### src/rtl/autobaud_sync.sv
module autobaud_sync #(
  parameter int CNT_W = 16,
  parameter int MIN_LOW = 36,
  parameter logic [7:0] ACK_BYTE = 8'h00,
  parameter logic [7:0] REPLY_BYTE = 8'h55
) (
  input  logic             clk,
  input  logic             rst_n,
  input  logic             rx,
  output logic             tx,
  output logic [CNT_W-1:0] divisor,
  output logic             div_ready,
  output logic             locked,
  output logic             error
);
  localparam int NUM_W = CNT_W + 1;
  localparam int ITER_W = $clog2(NUM_W + 1);
  localparam logic [CNT_W-1:0] CNT_MAX = {CNT_W{1'b1}};
  localparam logic [CNT_W-1:0] MIN_CNT = CNT_W'(MIN_LOW);
  localparam logic [9:0] TX_FRAME = {1'b1, ACK_BYTE, 1'b0};

  typedef enum logic [3:0] {
    S_WAIT_HIGH, S_ARMED, S_MEASURE, S_DIV, S_TX,
    S_RX_IDLE, S_RX, S_LOCKED, S_FAIL
  } state_t;

  state_t st;
  logic [1:0] sync;
  logic [CNT_W-1:0] cnt, tmr;
  logic [NUM_W-1:0] dq;
  logic [3:0] rem;
  logic [ITER_W-1:0] iter;
  logic [3:0] bitn;
  logic [7:0] sh;

  wire rx_s = sync[1];
  wire [4:0] trial = {rem, dq[NUM_W-1]};
  wire fit = trial >= 5'd9;
  wire [4:0] diff = trial - 5'd9;
  wire [NUM_W-1:0] q_next = {dq[NUM_W-2:0], fit};
  wire [CNT_W-1:0] half = divisor >> 1;
  wire bit_end = tmr == divisor - 1'b1;

  assign tx = (st != S_TX) || TX_FRAME[bitn];
  assign locked = st == S_LOCKED;
  assign error = st == S_FAIL;

  always_ff @(posedge clk) begin
    if (!rst_n) begin
      st <= S_WAIT_HIGH;
      sync <= 2'b00;
      cnt <= '0;
      tmr <= '0;
      dq <= '0;
      rem <= '0;
      iter <= '0;
      bitn <= '0;
      sh <= '0;
      divisor <= '0;
      div_ready <= 1'b0;
    end else begin
      sync <= {sync[0], rx};
      div_ready <= 1'b0;
      case (st)
        S_WAIT_HIGH: if (rx_s) st <= S_ARMED;
        S_ARMED: if (!rx_s) begin
          cnt <= CNT_W'(1);
          st <= S_MEASURE;
        end
        S_MEASURE: begin
          if (rx_s) begin
            if (cnt < MIN_CNT) begin
              st <= S_ARMED;
            end else begin
              dq <= {1'b0, cnt} + NUM_W'(4);
              rem <= '0;
              iter <= '0;
              st <= S_DIV;
            end
          end else if (cnt == CNT_MAX) begin
            st <= S_WAIT_HIGH;
          end else begin
            cnt <= cnt + 1'b1;
          end
        end
        S_DIV: begin
          rem <= fit ? diff[3:0] : trial[3:0];
          dq <= q_next;
          iter <= iter + 1'b1;
          if (iter == ITER_W'(NUM_W - 1)) begin
            divisor <= q_next[CNT_W-1:0];
            div_ready <= 1'b1;
            tmr <= '0;
            bitn <= '0;
            st <= S_TX;
          end
        end
        S_TX: begin
          if (bit_end) begin
            tmr <= '0;
            if (bitn == 4'd9) st <= S_RX_IDLE;
            else bitn <= bitn + 1'b1;
          end else begin
            tmr <= tmr + 1'b1;
          end
        end
        S_RX_IDLE: if (!rx_s) begin
          tmr <= '0;
          bitn <= '0;
          st <= S_RX;
        end
        S_RX: begin
          if (bitn == 4'd0) begin
            if (tmr == half) begin
              tmr <= '0;
              if (rx_s) st <= S_RX_IDLE;
              else bitn <= 4'd1;
            end else begin
              tmr <= tmr + 1'b1;
            end
          end else if (bit_end) begin
            tmr <= '0;
            if (bitn == 4'd9) begin
              st <= (rx_s && sh == REPLY_BYTE) ? S_LOCKED : S_FAIL;
            end else begin
              sh <= {rx_s, sh[7:1]};
              bitn <= bitn + 1'b1;
            end
          end else begin
            tmr <= tmr + 1'b1;
          end
        end
        S_LOCKED: st <= S_LOCKED;
        S_FAIL: st <= S_FAIL;
        default: st <= S_WAIT_HIGH;
      endcase
    end
  end
endmodule


### config.mk
export PLATFORM = sky130hd
export DESIGN_NAME = autobaud_sync
export DESIGN_NICKNAME = d
export VERILOG_FILES = /design/src/rtl/autobaud_sync.sv
export SDC_FILE = /design/constraint.sdc
export NUM_CORES = 1
export LEC_CHECK = 0
export ABC_AREA = 1
export BUFFER_PORTS_ARGS = -buffer_cell sky130_fd_sc_hd__buf_2
export CAP_MARGIN = 30
export CORE_MARGIN = 10
export CORE_UTILIZATION = 56
export DETAILED_ROUTE_END_ITERATION = 12
export GPL_TIMING_DRIVEN = 0
export HOLD_SLACK_MARGIN = 0.12
export PLACE_DENSITY = 0.76
export SYNTH_ARGS = -nofsm -noshare
export SYNTH_HDL_FRONTEND = slang
export SYNTH_SLANG_ARGS = --single-unit
### constraint.sdc
create_clock -name clk -period 2.14 [get_ports clk]
set_input_delay 0.428 -clock clk [delete_from_list [all_inputs] [get_ports clk]]
set_output_delay 0.428 -clock clk [all_outputs]
set_load 0.05 [all_outputs]
==> qor.yml <==
startpoint_type: "flip-flop"
row_count: 36
core_sq_um: 9860
portBuffers: 22
area_growth_pct: 20.2
r2r-start: "divisor[0]"
antenna_found_initial: 0
p_seq_frac: 0.446
grt_pass1_wl_mm: 26.6
fillers: 855
synth-edff-count: 0
wl_per_cell_microns: 15.1
p_leak_nw: 3.22
syn_area_sq_um: 5740
drive_gt1_frac: 0.226
gp_congestion: 0.940
hold_viol: 0
swShare: 0.371
die_y_microns: 121
p_switching_w: 0.00156
antenna_cells: 0
async_flop_share: 0
yosysMostFrequentCell: "nand2_1"
syn_inst: 881
min-delay-path-class: "input port to flip-flop"
post-route-util: 0.700
cts_tree: "yes"
maxSlewHeadroom: 0.544
via_per_inst: 5.36
dp_hpwl_mm: 11.9
ys_seq_area_frac: 0.328
r2r_cells: 16
vias: 5852
power.density_nw_per_um2: 610
ys_top_cells_by_area: "dfxtp_1 (33%), nand2_1 (15%), inv_1 (7.5%), nor2_1 (7.1%), nand3_1 (3.7%)"
finalSetupViolCount: 33
dieArea_sq_um: 14700
startpoint: "divisor[0]"
ys.flop_type: "dfxtp_1"
required_ps: 2410
violations: "setup timing"
p_int_w: 0.00265
yosys.area.top_type: "dfxtp_1"
drc: 0
fin_nets: 969
drtIter0Drc: 434
cts_root_buf: "clkbuf_8"
synth_cell_types: 47
grt_max_degree: 19
multi_input_comb_area_sq_um: 3580
clock_power_share: 0.280
setup-tns-final_ps: -3250
crit_arrival_ps: 2600
clock_latency_ps: 380
rsz0062_at_grt: "true"
synth_seq_cells: 94
outcome: "finished, violations left"
gr-usage-all-layers: 0.222
endpoint: "bitn[1]"
synth_top_area_frac: 0.328
ios: 23
cts_hold_buf: 0
fmax_ghz: 0.430
comb_power_share: 0.274
avgSynthCellArea_sq_um: 6.52
period_share: 1.09
ys_warn_count: 0
cts-htree-levels: 3
skew_ps: 4.40
cts.sinks: 94
grt_pass1_vias: 5503
worstMarginPinSlew_ps: 678
die_x_microns: 121
regArea_sq_um: 1910
clk_pin_slew_ps: 100
cts_buffer_depth: 2
slew_viol_final: 0
r2r_slack_ps: -190
crit_type: "flip-flop to flip-flop"
fin_ws_ps: -185
timing.rr.end: "bitn[1]"
synth_common_cells: "nand2_1 (230), inv_1 (115), nor2_1 (109)"
ant_nets: 0
grt.overflow.total: 0
totalWireLength_mm: 16.4
drv_cap: 0
dr.pass1.iters: 6
min_period_ps: 2330
worst-path-max-fanout: 5
peakVddDrop_v: 0.000612
numCtsBuffers: 9
worstHoldPathCells: 3
synth_fp_nets: 896
initial_core_util: 0.582
crit_path_end_kind: "flip-flop"
-- layout make-up --
| type | instances | share of cell area |
|---|---|---|
| Multi-Input combinational cell | 640 | 0.518 |
| Inverter | 130 | 0.0756 |
| Clock buffer | 9 | 0.0179 |
| Buffer | 17 | 0.0129 |
| Clock inverter | 7 | 0.00997 |
| Timing Repair Buffer | 62 | 0.0640 |
| Tap cell | 133 | 0.0241 |
| Sequential cell | 94 | 0.277 |
-- critical path: stages, from the launching register on --
cell     delay, ps
dfxtp_4        370
inv_6           70
ha_4           160
inv_4           40
nor2_4         140
buf_4          120
nand3_1         50
nand2_1        100
nand3_1         90
nand2_1        120
inv_1           80
nor2_4         200
buf_4          160
nand4_1        150
buf_4          190
nor2_1         110
nor3b_2         60
-- metrics by stage --
stage                     total power, W  cells  area, sq um  hold slack, ps  setup slack, ps
after floorplan                  0.00258    881         5780             390            -6.28
after global placement           0.00281   1036         6060             399             -317
after detailed placement         0.00283   1036         6060             401             -349
after CTS                        0.00415   1075         6580             273            -58.4
after global routing             0.00442   1092         6900             276             -316
final                            0.00421   1092         6900             284             -185
-- routing by layer --
layer	vias to the layer above	global-route usage	wire (microns)
li1	2966	-	-
met1	2675	0.267	6990
met2	179	0.377	7930
met3	32	0.0507	1080
met4	0	0.0835	439
met5	-	0	0
-- power groups by stage --
| stage | clock, W | combinational (W) | sequential (W) |
|---|---|---|---|
| after global placement | 0 | 0.000902 | 0.00191 |
| after detailed placement | 0 | 0.000916 | 0.00191 |
| after CTS | 0.00120 | 0.00107 | 0.00187 |
| after floorplan | 0 | 0.000684 | 0.00190 |
| final | 0.00118 | 0.00115 | 0.00188 |
| after global routing | 0.00127 | 0.00126 | 0.00189 |
-- cells by family after synthesis --
family	synth area share
AND/OR/NAND/NOR	0.393
buffers and inverters	0.0989
AO/OA/AOI/OAI	0.112
flip-flops	0.328
XOR/XNOR	0.0427
adder cells (fa/ha/maj)	0.0262
-- layout by cell type, fill, tap and decap left out, drive strengths merged --
cell        n
nor3       33
o21a        1
nand2     242
a211oi      3
clkbuf     19
a22oi       4
xnor2       6
o211ai      3
nand4      22
ha         12
xor2       22
dfxtp      94
buf        69
a31oi       8
clkinv      3
and2        2
nor2      124
a21oi      42
clkinvlp    3
o22ai       2
o21bai      2
o21ai      39
o221ai      2
nand3b      5
nor3b       3
or2         2
inv       131
o31ai       6
nor4        4
a211o       1
nand3      50
-- what timing repair did --
item | CTS | global route
endpoints found under the setup margin | 72 | 70
resized for setup | 38 | 61
pin swaps | 16 | 27
gates cloned | 1 | 0
setup buffers | 22 | 17
-- sequential cells by signal, indices dropped and copies added (netlist names), named ones only --
signal / flops
cnt: 16
tmr: 16
iter: 5
dq: 17
divisor: 16
st: 4
bitn: 4
sh: 8
rem: 4
div_ready: 1
sync: 2
-- worst min-delay path by stage --
stage / end / start / slack [ps]
after floorplan: sync[1] / sync[0] / 390
final: sync[0] / rx / 280
after CTS: sync[0] / rx / 270
after global routing: sync[0] / rx / 280
after detailed placement: sync[1] / sync[0] / 400
after global placement: sync[1] / sync[0] / 400
Note: power is estimated with default switching activity, not from simulation.
